<file path="src/rtl/dcmp_pkg.sv">
package dcmp_pkg;

  localparam int NCH  = 2;
  localparam int DW   = 32;

  // word index of each implemented location (byte offset / 4)
  typedef enum logic [2:0] {
    RI_CTL0 = 3'd0,
    RI_CTL1 = 3'd1,
    RI_STAT = 3'd2,
    RI_REF  = 3'd3,
    RI_CALC = 3'd4,
    RI_CALS = 3'd5
  } reg_idx_e;

  localparam int NUM_REGS = 6;

  localparam logic [DW-1:0] CTL_MASK  = 32'h0007_F3FB;
  localparam logic [DW-1:0] REF_MASK  = 32'h0000_004F;
  localparam logic [DW-1:0] CALC_MASK = 32'h0003_00F3;

  // status word bit bases (channel index is added)
  localparam int ST_IFLAG = 0;
  localparam int ST_OUT   = 4;
  localparam int ST_WAKE  = 8;
  localparam int ST_STATE = 12;
  localparam int ST_WIN   = 16;

endpackage

</file>
<file path="src/rtl/dcmp_masked_reg.sv">
module dcmp_masked_reg #(
  parameter int              W    = 32,
  parameter logic [W-1:0]    MASK = '1
) (
  input  logic         clk,
  input  logic         rst_n,
  input  logic         wr_en,
  input  logic [W-1:0] wdata,
  output logic [W-1:0] q
);

  always_ff @(posedge clk or negedge rst_n) begin
    if (!rst_n)     q <= '0;
    else if (wr_en) q <= wdata & MASK;
  end

  assert_reg_capture_R2: assert property (@(posedge clk) disable iff (!rst_n)
    wr_en |=> (q == ($past(wdata) & MASK)));

  assert_reg_hold_R2: assert property (@(posedge clk) disable iff (!rst_n)
    !wr_en |=> $stable(q));

endmodule

</file>
<file path="src/rtl/dcmp_flag.sv">
module dcmp_flag (
  input  logic clk,
  input  logic rst_n,
  input  logic set,
  input  logic clr,
  output logic flag
);

  // set has priority over a software clear in the same cycle
  always_ff @(posedge clk or negedge rst_n) begin
    if (!rst_n)   flag <= 1'b0;
    else if (set) flag <= 1'b1;
    else if (clr) flag <= 1'b0;
  end

  assert_flag_set_R5: assert property (@(posedge clk) disable iff (!rst_n)
    set |=> flag);

  assert_flag_clear_R6: assert property (@(posedge clk) disable iff (!rst_n)
    (clr && !set) |=> !flag);

  assert_flag_hold_R6: assert property (@(posedge clk) disable iff (!rst_n)
    (!set && !clr) |=> $stable(flag));

endmodule

</file>
<file path="src/rtl/dcmp_status_view.sv">
module dcmp_status_view
  import dcmp_pkg::*;
(
  input  logic           clk,
  input  logic           rst_n,
  input  logic [NCH-1:0] ch_en,
  input  logic [NCH-1:0] cmp_out,
  input  logic [NCH-1:0] cmp_state,
  input  logic           win_sel,
  input  logic [NCH-1:0] int_flag,
  input  logic [NCH-1:0] wake_flag,
  output logic [DW-1:0]  word
);

  logic [NCH-1:0] out_vis;
  logic [NCH-1:0] state_vis;
  logic           win_in;

  assign out_vis   = cmp_out   & ch_en;
  assign state_vis = cmp_state & ch_en;
  assign win_in    = win_sel & out_vis[0] & ~out_vis[1];

  always_comb begin
    word = '0;
    for (int i = 0; i < NCH; i++) begin
      word[ST_IFLAG + i] = int_flag[i];
      word[ST_OUT   + i] = out_vis[i];
      word[ST_WAKE  + i] = wake_flag[i];
      word[ST_STATE + i] = state_vis[i];
    end
    word[ST_WIN] = win_in;
  end

  assert_window_R9: assert property (@(posedge clk) disable iff (!rst_n)
    word[ST_WIN] |-> (word[ST_OUT] && !word[ST_OUT+1] && win_sel));

  assert_live_gate_R8: assert property (@(posedge clk) disable iff (!rst_n)
    !ch_en[0] |-> (!word[ST_OUT] && !word[ST_STATE]));

endmodule

</file>
<file path="src/rtl/dcmp_csr.sv">
module dcmp_csr
  import dcmp_pkg::*;
#(
  parameter int ADDR_W = 5
) (
  input  logic              clk,
  input  logic              rst_n,
  input  logic              bus_sel,
  input  logic              bus_wr,
  input  logic [ADDR_W-1:0] bus_addr,
  input  logic [31:0]       bus_wdata,
  output logic [31:0]       bus_rdata,
  input  logic [1:0]        cmp_out,
  input  logic [1:0]        cmp_state,
  input  logic [1:0]        edge_evt,
  input  logic [1:0]        wake_evt,
  input  logic [1:0]        cal_done,
  input  logic [1:0]        cal_neg,
  input  logic [1:0]        cal_pos,
  output logic [1:0]        ch_enable,
  output logic [1:0]        ch_irq_en,
  output logic [1:0]        ch_invert,
  output logic [3:0]        ch_neg_sel,
  output logic [3:0]        ch_pos_sel,
  output logic [3:0]        ch_edge_pol,
  output logic [1:0]        ch_out_sel,
  output logic [5:0]        ch_filt_sel,
  output logic [1:0]        ch_wake_en,
  output logic [1:0]        ch_win_latch,
  output logic [1:0]        ch_win_mode,
  output logic [3:0]        ref_level,
  output logic              ref_src,
  output logic [1:0]        cal_trig,
  output logic [3:0]        cal_clk_sel,
  output logic [1:0]        cal_rev,
  output logic [1:0]        irq,
  output logic [1:0]        wake_irq
);

  localparam int IW = ADDR_W - 2;

  // ---------------- address decode ----------------
  logic [IW-1:0] widx;
  logic          addr_ok;
  reg_idx_e      ridx;
  logic          wr_hit;

  assign widx    = bus_addr[ADDR_W-1:2];
  assign addr_ok = (bus_addr[1:0] == 2'b00) && (widx < IW'(NUM_REGS));
  assign ridx    = reg_idx_e'(widx[2:0]);
  assign wr_hit  = bus_sel && bus_wr && addr_ok;

  logic wr_stat, wr_ref, wr_calc;
  assign wr_stat = wr_hit && (ridx == RI_STAT);
  assign wr_ref  = wr_hit && (ridx == RI_REF);
  assign wr_calc = wr_hit && (ridx == RI_CALC);

  // ---------------- per-channel control and flags ----------------
  logic [DW-1:0]  ctl_q [NCH];
  logic [NCH-1:0] int_flag;
  logic [NCH-1:0] wake_flag;

  for (genvar i = 0; i < NCH; i++) begin : g_ch
    logic we_ctl;
    assign we_ctl = wr_hit && (ridx == reg_idx_e'(i));

    dcmp_masked_reg #(.W(DW), .MASK(CTL_MASK)) u_ctl (
      .clk   (clk),
      .rst_n (rst_n),
      .wr_en (we_ctl),
      .wdata (bus_wdata),
      .q     (ctl_q[i])
    );

    assign ch_enable[i]        = ctl_q[i][0];
    assign ch_irq_en[i]        = ctl_q[i][1];
    assign ch_invert[i]        = ctl_q[i][3];
    assign ch_neg_sel[2*i +: 2]  = ctl_q[i][5:4];
    assign ch_pos_sel[2*i +: 2]  = ctl_q[i][7:6];
    assign ch_edge_pol[2*i +: 2] = ctl_q[i][9:8];
    assign ch_out_sel[i]       = ctl_q[i][12];
    assign ch_filt_sel[3*i +: 3] = ctl_q[i][15:13];
    assign ch_wake_en[i]       = ctl_q[i][16];
    assign ch_win_latch[i]     = ctl_q[i][17];
    assign ch_win_mode[i]      = ctl_q[i][18];

    dcmp_flag u_iflag (
      .clk   (clk),
      .rst_n (rst_n),
      .set   (edge_evt[i] && ctl_q[i][0]),
      .clr   (wr_stat && bus_wdata[ST_IFLAG + i]),
      .flag  (int_flag[i])
    );

    dcmp_flag u_wflag (
      .clk   (clk),
      .rst_n (rst_n),
      .set   (wake_evt[i] && ctl_q[i][0] && ctl_q[i][16]),
      .clr   (wr_stat && bus_wdata[ST_WAKE + i]),
      .flag  (wake_flag[i])
    );

    assign irq[i]      = int_flag[i]  && ctl_q[i][1];
    assign wake_irq[i] = wake_flag[i] && ctl_q[i][1];
  end

  // ---------------- shared words ----------------
  logic [DW-1:0] ref_q;
  logic [DW-1:0] calc_q;
  logic [DW-1:0] stat_word;
  logic [DW-1:0] cals_word;

  dcmp_masked_reg #(.W(DW), .MASK(REF_MASK)) u_ref (
    .clk (clk), .rst_n (rst_n), .wr_en (wr_ref), .wdata (bus_wdata), .q (ref_q)
  );

  dcmp_masked_reg #(.W(DW), .MASK(CALC_MASK)) u_calc (
    .clk (clk), .rst_n (rst_n), .wr_en (wr_calc), .wdata (bus_wdata), .q (calc_q)
  );

  assign ref_level   = ref_q[3:0];
  assign ref_src     = ref_q[6];
  assign cal_trig    = calc_q[1:0];
  assign cal_clk_sel = calc_q[7:4];
  assign cal_rev     = calc_q[17:16];

  dcmp_status_view u_stat (
    .clk       (clk),
    .rst_n     (rst_n),
    .ch_en     (ch_enable),
    .cmp_out   (cmp_out),
    .cmp_state (cmp_state),
    .win_sel   (ctl_q[0][18]),
    .int_flag  (int_flag),
    .wake_flag (wake_flag),
    .word      (stat_word)
  );

  always_comb begin
    cals_word = '0;
    for (int i = 0; i < NCH; i++) begin
      cals_word[4*i]     = cal_done[i];
      cals_word[4*i + 1] = cal_neg[i];
      cals_word[4*i + 2] = cal_pos[i];
    end
  end

  // ---------------- read mux ----------------
  always_comb begin
    bus_rdata = '0;
    if (addr_ok) begin
      case (ridx)
        RI_CTL0: bus_rdata = ctl_q[0];
        RI_CTL1: bus_rdata = ctl_q[1];
        RI_STAT: bus_rdata = stat_word;
        RI_REF:  bus_rdata = ref_q;
        RI_CALC: bus_rdata = calc_q;
        RI_CALS: bus_rdata = cals_word;
        default: bus_rdata = '0;
      endcase
    end
  end

  // ---------------- assertions ----------------
  assert_unmapped_zero_R1: assert property (@(posedge clk) disable iff (!rst_n)
    !addr_ok |-> (bus_rdata == '0));

  assert_ctl_reserved_R3: assert property (@(posedge clk) disable iff (!rst_n)
    (addr_ok && (ridx == RI_CTL0 || ridx == RI_CTL1)) |-> ((bus_rdata & ~CTL_MASK) == '0));

  assert_cals_reserved_R12: assert property (@(posedge clk) disable iff (!rst_n)
    (addr_ok && ridx == RI_CALS) |-> ((bus_rdata & 32'hFFFF_FF88) == '0));

endmodule

</file>
<file path="config.mk">
export PLATFORM = sky130hd
export DESIGN_NAME = dcmp_csr
export DESIGN_NICKNAME = d
export VERILOG_FILES = /design/src/rtl/dcmp_pkg.sv /design/src/rtl/dcmp_masked_reg.sv /design/src/rtl/dcmp_flag.sv /design/src/rtl/dcmp_status_view.sv /design/src/rtl/dcmp_csr.sv
export SDC_FILE = /design/constraint.sdc
export NUM_CORES = 1
export LEC_CHECK = 0
export ABC_AREA = 1
export BUFFER_PORTS_ARGS = -buffer_cell sky130_fd_sc_hd__buf_4
export CAP_MARGIN = 30
export CORE_MARGIN = 4
export CORE_UTILIZATION = 47
export CTS_CLUSTER_DIAMETER = 50
export DETAILED_ROUTE_END_ITERATION = 7
export PLACE_DENSITY_LB_ADDON = 0.3
export SETUP_SLACK_MARGIN = 0.15
export SLEW_MARGIN = 20
export SYNTH_ARGS = -nofsm -noshare
export SYNTH_HDL_FRONTEND = slang
export SYNTH_SLANG_ARGS = --single-unit
</file>
<file path="constraint.sdc">
create_clock -name clk -period 1.1 [get_ports clk]
set_input_delay 0.055 -clock clk [delete_from_list [all_inputs] [get_ports clk]]
set_output_delay 0.055 -clock clk [all_outputs]
set_load 0.02 [all_outputs]
</file>
==> metrics.md <==
| Metric | Value |
|---|---|
| HPWL after detailed placement | 6584 µm |
| Clk_skew | 0.01438 ns |
| Pin count of the biggest net entering global routing | 30 |
| Worst-path clk slew | 0.10 ns |
| Htree depth | 2 |
| GRT overflow | 0 |
| Setup_tns | -2.983 ns |
| Status | finished, violations left |
| Critical path launch point type | flip-flop |
| Iteration-0 DRC Markers | 182 |
| CTS tree | done |
| R2r startpoint | g_ch[0].u_ctl.q[18]$_DFFE_PN0P_ |
| Max-cap violations | 0 |
| Critical Path End | bus_rdata[16] |
| Nature of the critical path endpoint | primary output |
| Cells on worst reg2reg path | 5 |
| Clk_lat worst skew | 0.31 ns |
| Layout cells sized above 1 | 66.00% |
| Crit path DAT | approximately 1.4 ns |
| Worst hold path class | primary input to flip-flop |
| Setup Viol. Count Final | 22 |
| Layout area overhead | 81.81% |
| Peak Freq | 0.6972 GHz |
| CP required | between 1 and 1.5 ns |
| DR pass1 iterations | 4 |
| Top-area cell type share of the netlist area | about two fifths |
| Reg2Reg Capture Point | g_ch[0].u_ctl.q[18]$_DFFE_PN0P_ |
| Total GRT Usage | 27.85% |
| PortBufs | 105 |
| Die H | 87.05 µm |
| Synth area leader | dfrtp_1 |
| RSZ-0062 raised after global routing | yes |
| N_diodes | 0 |
| Vias/cell | 5.328 |
| Nets | ~600 |
| R2R setup slack | 0.07 ns |
| #FFs+latches synth | 49 |
| Num rows | 28 |
| Failing checks | setup timing |
| Setup Crit Path Kind | flip-flop to primary output |
| Fin crit share | 130.4% |
| Placer Congestion | 0.8691 |
| CP Launch Point | g_ch[0].u_ctl.q[0]$_DFFE_PN0P_ |
| Io pins | 136 |
| Initial antenna violation count | 0 |
| Initial Util | 49.02% |
| Leakage | 0.002750 µW |
| Yosys warns | 0 |
| Pwr per Cell Area | between 1000 and 1500 nW/µm² |
| Synth cell types | 25 |
| Synth Area per Inst | 8.343 µm² |
| Final Hold Vio Count | 0 |
| Routed length per placed instance | 18.66 µm |
| Full die area | ~7600 µm² |
| Number of global-route vias before repair | 3320 |
| Routed wire length | 11610 µm |
| Die width | 87.05 µm |
| IR drop worst, VDD | 776.0 µV |
| Final setup margin | -0.3343 ns |
| Post-route ant nets | 0 |
| Root Driver | clkbuf_8 |
| Post-Route Utilization | between 80% and 90% |
| Worst-path fanout max | 4 |
| Main area contributors after synthesis | dfrtp_1 42%, nand2_1 13%, o21ai_2 12% |
| Post-Synthesis Cells | ~350 |
| Via count | 3314 |
| DRC viols | 0 |
| Fin crit period | 1.434 ns |
| Core Box Area | 5991 µm² |
| Post-Syn Area | 2937 µm² |
| Sequential area share after synthesis | about two fifths |
| Max Slew Vio Count | 0 |
| CTS buffer count | 5 |
| # clock sinks | 49 |
| CTS Buffer Depth | 2 |
| Global-route wire length before repair | 16360 µm |
## final cells by class
type	instances	area [µm²]
Multi-Input combinational cell	246	1679
Fill cell	262	651.9
Tap cell	75	93.84
Clock buffer	7	86.33
Sequential cell	49	1234
Inverter	38	148.9
Timing Repair Buffer	207	2097
## flip-flops by register name, summed over array words and instances, names as in the netlist
register / cells
u_calc.q: 8
u_ref.q: 5
g_ch.u_iflag.flag: 2
g_ch.u_wflag.flag: 2
g_ch.u_ctl.q: 32
## placed cells by master, fill, tap and decap left out, drive strengths merged
| cell | n |
|---|---|
| inv | 37 |
| nand2 | 113 |
| clkinvlp | 1 |
| a21oi | 7 |
| conb | 15 |
| nand4 | 14 |
| nor2 | 17 |
| dfrtp | 49 |
| dlygate4sd3 | 6 |
| o21ai | 44 |
| nand3b | 1 |
| nor3 | 3 |
| clkbuf | 7 |
| buf | 201 |
| nand3 | 32 |
## cell usage after synthesis
cell type	count
buf_6	10
nor2_2	1
inv_2	3
nand2_1	98
nand3b_1	1
nand3_1	30
nor3_4	2
nand2_4	4
buf_4	18
nor2_4	1
clkbuf_1	1
dfrtp_1	49
nand2_2	11
buf_2	4
nand3_2	1
nor2_8	1
o21ai_0	4
nand3_4	1
inv_1	35
nor2_1	14
a21oi_1	7
o21ai_2	40
conb_1	1
nor3_2	1
nand4_1	14
## where the power goes
group | internal, µW | switching (µW)
sequential | 2030 | 243
combinational | 1280 | 1160
clock | 501 | 604
total | 3810 | 2010
## timing repair
action | 4_1_cts | 5_1_grt
hold buffers | 6 | 0
setup endpoints to repair | 40 | 69
pin swaps | 38 | 18
resized for setup | 121 | 55
hold endpoints to repair | 54 | 0
setup buffers | 37 | 23
## metrics by stage
step           total power, µW  hold slack (ns)  cells  setup WS (ns)  cell area [µm²]
2_1_floorplan             3126          -0.2406    366        0.08013             3159
3_3_place_gp              3793         -0.03677    550       -0.08530             4099
3_5_place_dp              3826         -0.04265    550        -0.1101             4099
4_1_cts                   5435          0.03180    600        -0.3125             4967
5_1_grt                   6045          0.02323    622        -0.4438             5339
6_report                  5815          0.02602    622        -0.3343             5339
## worst max-delay path, stage by stage, from the launching register on
cell and delay (ns):
dfrtp_2 0.45, nand4_1 0.17, nor2_1 0.15, nor2_1 0.07
nor2_2 0.11, buf_6 0.13
## logic make-up after synthesis
kind of cell | synth area share, %
DFF | 41.76
buffers and inverters | 14.10
other | 0.1277
and+or+nand+nor | 30.21
AOI/OAI and AO/OA | 13.80
## routing by layer
metal  up-vias  track usage (%)  routed length (µm)
li1       1490                -                   -
met1      1580            33.51                4285
met2       198            48.10                5901
met3        46            5.582                 939
met4         0            11.90                 481
met5         -                0                   0
## worst min path at each step
stage | start | endpoint | slack (ns) | cells after the start
floorplan | rst_n | g_ch[0].u_ctl.q[0]$_DFFE_PN0P_ | -0.24 | 0
detailed placement | rst_n | g_ch[0].u_ctl.q[5]$_DFFE_PN0P_ | -0.04 | 1
global placement | rst_n | g_ch[0].u_ctl.q[5]$_DFFE_PN0P_ | -0.04 | 1
CTS | bus_wdata[9] | g_ch[1].u_wflag.flag$_DFFE_PN0P_ | 0.03 | 4
global route | bus_wdata[0] | g_ch[0].u_iflag.flag$_DFFE_PN0P_ | 0.02 | 4
finish | bus_wdata[0] | g_ch[0].u_iflag.flag$_DFFE_PN0P_ | 0.03 | 4
Power figures use the tool's default switching activity.
